$ cat config.mk
export PLATFORM = sky130hd
export DESIGN_NAME = vsync_flywheel
export DESIGN_NICKNAME = d
export VERILOG_FILES = /design/src/rtl/vsf_pkg.sv /design/src/rtl/vsf_trs_detect.sv /design/src/rtl/vsf_flywheel.sv /design/src/rtl/vsf_err_window.sv /design/src/rtl/vsync_flywheel.sv
export SDC_FILE = /design/constraint.sdc
export NUM_CORES = 1
export LEC_CHECK = 0
export BUFFER_PORTS_ARGS = -buffer_cell sky130_fd_sc_hd__buf_2
export CORE_MARGIN = 3
export CORE_UTILIZATION = 55
export CTS_BUF_LIST = sky130_fd_sc_hd__clkbuf_2
export DETAILED_ROUTE_END_ITERATION = 16
export PLACE_DENSITY_LB_ADDON = 0.2
export SYNTH_ARGS = -nofsm -noshare
export SYNTH_HDL_FRONTEND = slang
export SYNTH_HIERARCHICAL = 1
export SYNTH_SLANG_ARGS = --single-unit
$ cat constraint.sdc
create_clock -name clk -period 6.3 [get_ports clk]
set_clock_uncertainty 0.2 [all_clocks]
set_input_delay 0.315 -clock clk [delete_from_list [all_inputs] [get_ports clk]]
set_output_delay 0.315 -clock clk [all_outputs]
set_load 0.05 [all_outputs]
$ cat src/rtl/vsf_pkg.sv
package vsf_pkg;
  typedef struct packed {
    logic match;
    logic misplaced;
    logic missing;
  } vsf_evt_t;

  function automatic int unsigned vsf_cnt_w(input int unsigned n);
    return (n < 2) ? 1 : $clog2(n);
  endfunction
endpackage

$ cat src/rtl/vsf_trs_detect.sv
module vsf_trs_detect #(
  parameter int unsigned WORD_W = 10
) (
  input  logic              clk,
  input  logic              rst,
  input  logic              acc,
  input  logic [WORD_W-1:0] word,
  output logic              hit,
  output logic              hsync
);
  localparam logic [WORD_W-1:0] LEAD = {WORD_W{1'b1}};
  localparam logic [WORD_W-1:0] ZERO = {WORD_W{1'b0}};

  logic [WORD_W-1:0] prev1, prev2;

  assign hit = acc && (prev2 == LEAD) && (prev1 == ZERO) && (word == ZERO);

  always_ff @(posedge clk) begin
    if (rst) begin
      prev1 <= ZERO;
      prev2 <= ZERO;
      hsync <= 1'b0;
    end else begin
      if (acc) begin
        prev1 <= word;
        prev2 <= prev1;
      end
      if (hit) hsync <= ~hsync;
    end
  end
endmodule

$ cat src/rtl/vsf_flywheel.sv
module vsf_flywheel
  import vsf_pkg::*;
#(
  parameter int unsigned LINE_LEN = 1716,
  localparam int unsigned POS_W = vsf_cnt_w(LINE_LEN)
) (
  input  logic             clk,
  input  logic             rst,
  input  logic             acc,
  input  logic             hit,
  input  logic             corr_en,
  output vsf_evt_t         evt,
  output logic             err,
  output logic             line_end,
  output logic [POS_W-1:0] pos,
  output logic             pend
);
  localparam logic [POS_W-1:0] LAST = POS_W'(LINE_LEN - 1);

  logic at_last, realign;

  always_comb begin
    at_last       = (pos == LAST);
    evt.match     = acc && hit && at_last;
    evt.misplaced = acc && hit && !at_last;
    evt.missing   = acc && !hit && at_last;
    realign       = evt.misplaced && (!corr_en || pend);
    err           = evt.misplaced || evt.missing;
    line_end      = acc && (at_last || realign);
  end

  always_ff @(posedge clk) begin
    if (rst) begin
      pos  <= '0;
      pend <= 1'b0;
    end else if (acc) begin
      pos <= (at_last || realign) ? '0 : pos + 1'b1;
      if (!corr_en || evt.match || realign) pend <= 1'b0;
      else if (err)                         pend <= 1'b1;
    end
  end
endmodule

$ cat src/rtl/vsf_err_window.sv
module vsf_err_window #(
  parameter int unsigned WIN_LINES = 16,
  parameter int unsigned THRESH    = 4,
  localparam int unsigned QW = $clog2(WIN_LINES + 1)
) (
  input  logic clk,
  input  logic rst,
  input  logic err,
  input  logic line_end,
  output logic warn
);
  logic [WIN_LINES-1:0] hist, hist_n;
  logic [QW-1:0]        quiet;
  logic                 seg_err, bit_now;
  int unsigned          cnt_n;

  always_comb begin
    bit_now = seg_err || err;
    hist_n  = {hist[WIN_LINES-2:0], bit_now};
    cnt_n   = $countones(hist_n);
  end

  always_ff @(posedge clk) begin
    if (rst) begin
      hist    <= '0;
      quiet   <= '0;
      warn    <= 1'b0;
      seg_err <= 1'b0;
    end else begin
      if (line_end)  seg_err <= 1'b0;
      else if (err)  seg_err <= 1'b1;
      if (line_end) begin
        hist <= hist_n;
        if (cnt_n >= THRESH) begin
          warn  <= 1'b1;
          quiet <= '0;
        end else if (warn) begin
          if (quiet == QW'(WIN_LINES - 1)) begin
            warn  <= 1'b0;
            quiet <= '0;
          end else begin
            quiet <= quiet + 1'b1;
          end
        end
      end
    end
  end
endmodule

$ cat src/rtl/vsync_flywheel.sv
module vsync_flywheel
  import vsf_pkg::*;
#(
  parameter int unsigned WORD_W    = 10,
  parameter int unsigned LINE_LEN  = 1716,
  parameter int unsigned WIN_LINES = 16,
  parameter int unsigned THRESH    = 4
) (
  input  logic              clk,
  input  logic              rst,
  input  logic              in_valid,
  output logic              in_ready,
  input  logic [WORD_W-1:0] in_word,
  input  logic              corr_en,
  output logic              hsync,
  output logic              sync_warn,
  output logic              sync_err
);
  localparam int unsigned POS_W = vsf_cnt_w(LINE_LEN);

  logic             acc, trs_hit, fly_err, line_end, fly_pend;
  logic [POS_W-1:0] fly_pos;
  vsf_evt_t         fly_evt;

  assign in_ready = 1'b1;
  assign acc      = in_valid;

  vsf_trs_detect #(.WORD_W(WORD_W)) u_det (
    .clk(clk), .rst(rst), .acc(acc), .word(in_word),
    .hit(trs_hit), .hsync(hsync)
  );

  vsf_flywheel #(.LINE_LEN(LINE_LEN)) u_fly (
    .clk(clk), .rst(rst), .acc(acc), .hit(trs_hit), .corr_en(corr_en),
    .evt(fly_evt), .err(fly_err), .line_end(line_end),
    .pos(fly_pos), .pend(fly_pend)
  );

  vsf_err_window #(.WIN_LINES(WIN_LINES), .THRESH(THRESH)) u_win (
    .clk(clk), .rst(rst), .err(fly_err), .line_end(line_end), .warn(sync_warn)
  );

  always_ff @(posedge clk) begin
    if (rst) sync_err <= 1'b0;
    else     sync_err <= fly_err;
  end
endmodule

Word level (Yosys, flattened, before mapping)
Index checks and enable logic that the tools add are counted.
- register bits after elaboration: 56
- input bits: 14
- output and inout port bits: 4
- order comparisons: 1
- $add $sub $neg: 17
- bitwise operators: 1
- reductions and logical operators: 26
- muxes and demuxes: 9
- eq/ne operators: 3
- operator list (kind ; number):
    32-bit adder ; 7
    32-bit by 3-bit >= comparator with 1-bit output (second input constant) ; 1
    10-bit logical NOT ; 2
    1-bit by 1-bit adder with 2-bit output ; 8
    5-bit two-way mux ; 3
    11-bit by 1-bit adder with 11-bit output (second input constant) ; 1
    11-bit == test (second input constant) ; 1
    11-bit two-way mux ; 1
    10-bit == test (second input constant) ; 1
    1-bit logical AND ; 10
    1-bit logical OR ; 6
    5-bit by 1-bit adder with 5-bit output (second input constant) ; 1
    5-bit by 4-bit == test with 1-bit output (second input constant) ; 1
    1-bit two-way mux ; 5
    2-bit AND reduction ; 2
    2-bit nonzero test ; 2
    1-bit logical NOT ; 3
    2-bit OR reduction ; 1
    1-bit NOT ; 1

Depth between registers and ports, before layout
Gate-level depths: netlist (run 1).
- depth after elaboration: 16
- depth in mapped cells: 19
- depth with buffers taken out: 18

Cells and area by module
The synthesis (run 1) kept the hierarchy.
- by module, submodules not included (module ; sequential area each (um^2) ; cells an instance ; area an instance (um^2) ; times used):
    vsf_err_window ; 440.4 ; 131 ; 1276.2 ; 1
    vsf_trs_detect ; 420.4 ; 79 ; 820.8 ; 1
    vsf_flywheel ; 240.2 ; 79 ; 656.9 ; 1
    vsync_flywheel ; 20.0 ; 4 ; 45.0 ; 1

Least setup slack after synthesis (run 1)
OpenSTA, ideal clock, no wires.
- kind: input -> register
- from: input port in_word[3]
- to: register u_win.quiet[2]
- arrival: 5.041 ns
- path buffers: 1
- setup time: 0.075 ns
- stages on the path: 19
- data required time: 6.025 ns
- slack: 0.984 ns
- path through: nor4_1 nand4_1 nor4_2 clkbuf_1 xor2_1 nor2_1 nor2_1 fa_1 fa_1 fa_1 fa_1 inv_1 ha_1 inv_1 fa_1 nor3b_2 a21oi_2 or4b_1 a31oi_1
- cells in the longest elaborated chain, start to end: 14
- elaborated cells between the ends (all ways): 20
- classes of those cells: 4 x add/sub; 1 x order compare; 1 x mux; 14 x reduce/logical
- ends and longest elaborated chain (element ; RTL line ; source):
    start, declared ; vsync_flywheel.sv:13 ; input logic [WORD_W-1:0] in_word,
    10-bit logical NOT * ; vsf_trs_detect.sv:16 ; assign hit = acc && (prev2 == LEAD) && (prev1 == ZERO) && (word == ZERO);
    1-bit logical AND * ; vsf_trs_detect.sv:16 ;
    named net trs_hit ; vsync_flywheel.sv:21 ; logic acc, trs_hit, fly_err, line_end, fly_pend;
    1-bit logical NOT ; vsf_flywheel.sv:26 ; evt.missing = acc && !hit && at_last;
    1-bit logical AND (2 in a row) ; vsf_flywheel.sv:26 ;
    1-bit logical OR * ; vsf_flywheel.sv:28 ; err = evt.misplaced || evt.missing;
    named net fly_err ; vsync_flywheel.sv:21 ;
    1-bit logical OR * ; vsf_err_window.sv:18 ; bit_now = seg_err || err;
    1-bit by 1-bit adder with 2-bit output (implied by the code) * ; vsf_err_window.sv:20 ; cnt_n = $countones(hist_n);
    32-bit adder (implied by the code) * (3 in a row) ; vsf_err_window.sv:20 ;
    32-bit by 3-bit >= comparator with 1-bit output * ; vsf_err_window.sv:34 ; if (cnt_n >= THRESH) begin
    2-bit nonzero test (no line) ; n/a ;
    2-bit AND reduction (no line) ; n/a ;
    end signal, assigned ; vsf_err_window.sv:42 ; quiet <= quiet + 1'b1;
    end, declared ; vsf_err_window.sv:13 ; logic [QW-1:0] quiet;
Mark *: on every way through the listed nets, which the timed path passes. The rest lies on a longest branch.
A chain may end at the register's enable or synchronous reset.

Worst setup path in the final report (run 1)
- from: input port in_word[5]
- to: register u_win.quiet[2]
The elaborated chain is that of the path after synthesis.

==> flow_summary.json, run 1 <==
{
  "routed_via_density": 5.194,
  "start_kind": "input port",
  "status": "completed",
  "grt_pass1_vias": 1958,
  "hold_path_end": "u_fly/pend",
  "fillers": 453,
  "wl_um": 4618,
  "netlist_instances": 290,
  "antenna_found_initial": 0,
  "syn_to_final_growth_pct": 9.483,
  "io_buffer_count": 16,
  "num-nets-final": 344,
  "relSlewSlack": 0.4075,
  "crit_family": "adder cells",
  "die_area_mm2": 0.005951,
  "post-dp-hpwl_um": 3230,
  "syn_nets": 321,
  "crit_top_cell": "fa_1",
  "endpoint_kind": "register",
  "reg2regPathDepth": 19,
  "critical_path_class": "in2reg",
  "crit_path_start": "in_word[5]",
  "htreeDepth": 2,
  "fmax_mhz": 176.5,
  "mostFrequentLayoutCells": "57 x nor2_1, 56 x dfxtp_1, 36 x mux2i_1, 25 x inv_1, 16 x buf_2",
  "grt-ovfl-total": 0,
  "crit_chain": "dlygate4sd3_1 -> buf_2 -> nor4_1 -> nand4_1 -> nor4_2 -> buf_4 -> xor2_1 -> nor2_1 -> nor2_1 -> fa_1 -> fa_1 -> fa_1 -> fa_1 -> inv_1 -> ha_1 -> inv_1 -> fa_1 -> nor3b_2 -> a21oi_2 -> or4b_1 -> a31oi_1",
  "diodes": 0,
  "path_buf_inv": 5,
  "slowest_stage": "dlygate4sd3_1",
  "final_util": 0.6327,
  "rsz0062_at_grt": "false",
  "pin_count": 18,
  "max-vdd-ir-drop_mv": 0.1635,
  "cp_data_arrival_time_ns": 5.83,
  "fin_tns_setup_ns": 0,
  "cts_root_buf": "clkbuf_2",
  "syn-cell-area_mm2": 0.002784,
  "num_rows": 25,
  "cpPeakStageDelay_ns": 0.54,
  "syn_avg_cell_area_um2": 9.600,
  "post-route-drc-count": 0,
  "core_mm2": 0.004817,
  "drtPass1Iterations": 4,
  "reg2reg_to": "u_win/quiet[2]",
  "cts_buffer_depth": 2,
  "power_mw": 0.5461,
  "crit_required_ns": 6.46,
  "die_y_um": 77.15,
  "clock_sinks": 56,
  "drv_slew": 0,
  "cts_inserted_buffers": 5,
  "grt_pass1_wl_um": 8445,
  "drive_gt1_frac": 0.1274,
  "r2r-start": "u_det/prev1[4]",
  "fin_crit_ns": 5.664,
  "grt_max_degree": 50,
  "worstPathMaxFanout": 7,
  "fin_crit_sh": 0.8991,
  "placedCellCount": 363,
  "r2r_setup_slack_ns": 0.84,
  "hold_depth": 4,
  "wire_per_inst_um": 12.12,
  "final_antenna_net_count": 0,
  "postCtsSetupBuffers": 0,
  "max_cap_violations": 0,
  "hp-class": "in2reg",
  "powerDensity_mw_per_mm2": 179.2,
  "tightest_slew_ns": 0.8887,
  "start_util": 0.5779,
  "gp_congestion": 0.7801,
  "drtIter0Drc": 69,
  "finalHoldViolCount": 0,
  "fin_cells": 381,
  "cellLeakagePower_nw": 1.218,
  "grt_use_total": 0.1720,
  "cts_tree": "done",
  "synth_warnings": 6,
  "clk_latency_ns": 0.42,
  "die_x_um": 77.15,
  "holdCritStartpoint": "corr_en",
  "vias": 1979,
  "final_common_cell": "nor2_1",
  "cts.clk_slew.worst_paths_ns": 0.26,
  "setup_viol": 0
}
==> sequential cells by signal (all words and copies together), names as in the netlist <==
register,count
sync_err,1
u_det/hsync,1
u_det/prev1,10
u_det/prev2,10
u_fly/pend,1
u_fly/pos,11
u_win/hist,15
u_win/quiet,5
u_win/seg_err,1
u_win/warn,1
==> report_power, final <==
| group | switching [mW] | total (mW) | leakage, nW | internal, mW |
|---|---|---|---|---|
| clock | 0.103 | 0.130 | 0.0266 | 0.0277 |
| sequential | 0.00800 | 0.373 | 0.454 | 0.365 |
| combinational | 0.0228 | 0.0430 | 0.737 | 0.0202 |
| total | 0.134 | 0.546 | 1.22 | 0.413 |
==> metal layers <==
metal | track usage | up-vias | wire (um)
li1 | - | 1020 | -
met1 | 0.2235 | 924 | 2254
met2 | 0.2884 | 31 | 2170
met3 | 0.03991 | 4 | 151
met4 | 0.04270 | 0 | 41
met5 | 0 | - | 0
==> layout make-up <==
class / instances / area, um^2 / share of cell area
Tap cell: 67 / 83.83 / 0.02750
Clock buffer: 6 / 30.03 / 0.009852
Sequential cell: 56 / 1121 / 0.3678
Multi-Input combinational cell: 196 / 1505 / 0.4938
Clock inverter: 2 / 11.26 / 0.003695
Inverter: 25 / 93.84 / 0.03079
Timing Repair Buffer: 29 / 202.7 / 0.06650
==> what timing repair did <==
action,CTS,global route
gates resized for setup,0,0
hold buffers,10,0
endpoints found under the hold margin,10,0
==> stage by stage <==
| step | instance area (um^2) | hold WS [ns] | worst slack (ns) |
|---|---|---|---|
| 6_report | 3048 | 0.1608 | 0.6357 |
| 5_1_grt | 3048 | 0.1381 | 0.3495 |
| 4_1_cts | 3048 | 0.1068 | 0.6708 |
| 3_5_place_dp | 2907 | 0.2454 | 0.7060 |
| 3_3_place_gp | 2907 | 0.2398 | 0.8088 |
| 2_1_floorplan | 2784 | 0.1793 | 1.009 |
==> tightest hold or removal path: stages <==
cell and delay, ns:
buf_2 0.12, nor3b_1 0.14, mux2i_1 0.12, a21oi_1 0.08
==> worst max-delay path by stage <==
stage / to / slack (ns) / cells after the start
final: u_win/quiet[2] / 0.64 / 21
after global routing: u_win/quiet[2] / 0.35 / 21
after CTS: u_win/quiet[2] / 0.67 / 21
after detailed placement: u_win/quiet[2] / 0.71 / 20
after global placement: u_win/quiet[2] / 0.81 / 20
after floorplan: u_win/quiet[2] / 1.01 / 19
Note: power is estimated with default switching activity, not from simulation.
==> run 2: changes to the inputs <==
CTS_BUF_LIST = sky130_fd_sc_hd__clkbuf_8   (was sky130_fd_sc_hd__clkbuf_2)
PLACE_DENSITY = 0.82   (was not set)
PLACE_DENSITY_LB_ADDON = not set   (was 0.2)
==> run 2 against run 1 <==
Net effect: global-route usage down 0.28 points; highest routed layer unchanged; flip-flop and latch count unchanged; wire length up 1.2%; largest cell class unchanged; total power up 18%; sequential power about the same.
==> flow_summary.json, run 2 (synthesized netlist as in run 1, its figures left out) <==
{
  "cts.clk_slew.worst_paths_ns": 0.10,
  "syn_to_final_growth_pct": 8.539,
  "vias": 1939,
  "p_switching_mw": 0.1474,
  "htreeDepth": 2,
  "critPathCapture": "u_win/quiet[2]",
  "grt_use_total": 0.1692,
  "rsz0062_at_grt": "false",
  "crit_top_cell": "fa_1",
  "start_util": 0.5779,
  "r2r-start": "u_det/prev1[4]",
  "wl_um": 4673,
  "num-nets-final": 334,
  "antenna_found_initial": 0,
  "diodes": 0,
  "crit_family": "adder cells",
  "fin_crit_sh": 0.8775,
  "setup_ws_ns": 0.7717,
  "multiInputGateArea_mm2": 0.001505,
  "post-dp-hpwl_um": 3276,
  "die_y_um": 77.15,
  "largest_register_ffs": 15,
  "cts_root_buf": "clkbuf_8",
  "die_x_um": 77.15,
  "combPwrFrac": 0.059,
  "drtPass1Iterations": 4,
  "powerDensity_mw_per_mm2": 214.0,
  "postCtsSetupBuffers": 0,
  "crit_path_start": "u_det/prev1[4]",
  "final_util": 0.6273,
  "start_kind": "register",
  "drtIter0Drc": 118,
  "relSlewSlack": 0.4225,
  "core_mm2": 0.004817,
  "worstPathMaxFanout": 7,
  "post-route-drc-count": 0,
  "fmax_mhz": 180.9,
  "slowest_stage": "fa_1",
  "top_regs": "u_win/hist x15, u_fly/pos x11",
  "finalHoldViolCount": 0,
  "routed_via_density": 5.226,
  "grt_pass1_vias": 1908,
  "critical_path_class": "reg2reg",
  "final_antenna_net_count": 0,
  "grt-ovfl-total": 0,
  "cts-resized-gates": 0,
  "sequentialPowerShare": 0.574,
  "place_area_mm2": 0.002907,
  "path_buf_inv": 3,
  "gp_congestion": 0.7660,
  "r2r_setup_slack_ns": 0.77,
  "hp-class": "in2reg",
  "fin_tns_setup_ns": 0,
  "cpPeakStageDelay_ns": 0.52,
  "clk_latency_ns": 0.31,
  "max-vdd-ir-drop_mv": 0.1344,
  "io_buffer_count": 16,
  "swShare": 0.2280,
  "final_area_mm2": 0.003022,
  "cts_tree": "done",
  "die_area_mm2": 0.005951,
  "cts_buffer_depth": 2,
  "endpoint_kind": "register",
  "cts_inserted_buffers": 5,
  "grt_pass1_wl_um": 8211,
  "drive_gt1_frac": 0.1349,
  "final-seq-area_mm2": 0.001121,
  "cts_hold_buf": 0,
  "p_int_mw": 0.4992,
  "crit_required_ns": 6.34,
  "wire_per_inst_um": 12.60,
  "crit_chain": "nor4_1 -> nand4_1 -> nor4_2 -> buf_4 -> xor2_1 -> nor2_1 -> nor2_1 -> fa_1 -> fa_1 -> fa_1 -> fa_1 -> inv_1 -> ha_1 -> inv_1 -> fa_1 -> nor3b_2 -> a21oi_2 -> or4b_1 -> a31oi_1",
  "final_common_cell": "nor2_1",
  "setup_viol": 0,
  "num_rows": 25,
  "tightest_slew_ns": 0.8662,
  "mostFrequentLayoutCells": "57 x nor2_1, 56 x dfxtp_1, 36 x mux2i_1, 25 x inv_1, 16 x buf_2",
  "clock_sinks": 56,
  "drv_slew": 0,
  "reg2regPathDepth": 19,
  "fillers": 404,
  "cellLeakagePower_nw": 1.205,
  "fin_crit_ns": 5.528,
  "holdCritStartpoint": "in_word[1]",
  "cp_data_arrival_time_ns": 5.56,
  "max_cap_violations": 0,
  "largest-register": "u_win/hist",
  "reg2reg_to": "u_win/quiet[2]",
  "grt_max_degree": 50,
  "crit_cells": 19,
  "post-place-ws_ns": 0.7285,
  "clkPwrFrac": 0.367,
  "status": "completed",
  "pin_count": 18
}
-- run 2: cell types whose count changed in the layout (fill, tap and decap cells not counted), sizes merged --
cell / delta
bufinv: +1
clkbuf: -1
clkinv: -1
dlygate4sd3: -10
inv: +1
-- run 2: how the worst min path moves through the flow --
stage / to / slack [ns] / cells past startpoint
4_1_cts: u_det/prev1[1] / 0.04 / 3
6_report: u_det/prev1[1] / 0.04 / 3
5_1_grt: u_det/prev1[7] / 0.05 / 3
3_3_place_gp: u_win/quiet[4] / 0.24 / 2
2_1_floorplan: sync_err / 0.18 / 1
3_5_place_dp: u_win/quiet[4] / 0.24 / 2
-- run 2: through the flow --
| step | hold WS, ns | cells | power, mW |
|---|---|---|---|
| finish | 0.04256 | 371 | 0.6466 |
| global route | 0.04905 | 371 | 0.6752 |
| CTS | 0.03745 | 371 | 0.6553 |
| detailed placement | 0.2407 | 363 | 0.4175 |
| global placement | 0.2379 | 363 | 0.4158 |
| floorplan | 0.1793 | 290 | 0.4068 |
-- run 2: per-layer routing --
metal	part of all wire	GRT usage
met5	0	0
met4	0.015	0.06406
met3	0.030	0.04108
met2	0.49	0.2902
met1	0.46	0.2039
-- run 2: power by group through the flow --
| stage | sequential (mW) | combinational, mW | clock [mW] |
|---|---|---|---|
| floorplan | 0.377 | 0.0296 | 0 |
| global placement | 0.379 | 0.0369 | 0 |
| detailed placement | 0.379 | 0.0383 | 0 |
| CTS | 0.371 | 0.0388 | 0.245 |
| global route | 0.373 | 0.0429 | 0.260 |
| finish | 0.371 | 0.0384 | 0.237 |
-- run 2: cell type report --
| type | count | share of cell area |
|---|---|---|
| sequential | 56 | 0.3710 |
| clock inverter | 3 | 0.01532 |
| timing repair buffer | 19 | 0.03395 |
| multi-input combinational | 196 | 0.4981 |
| inverter | 25 | 0.03106 |
| clock buffer | 5 | 0.02277 |
| tap | 67 | 0.02774 |
-- run 2: tightest hold or removal path, cell delays in order --
cell and delay, ns:
buf_2 0.08, mux2i_1 0.06, nor2_1 0.07
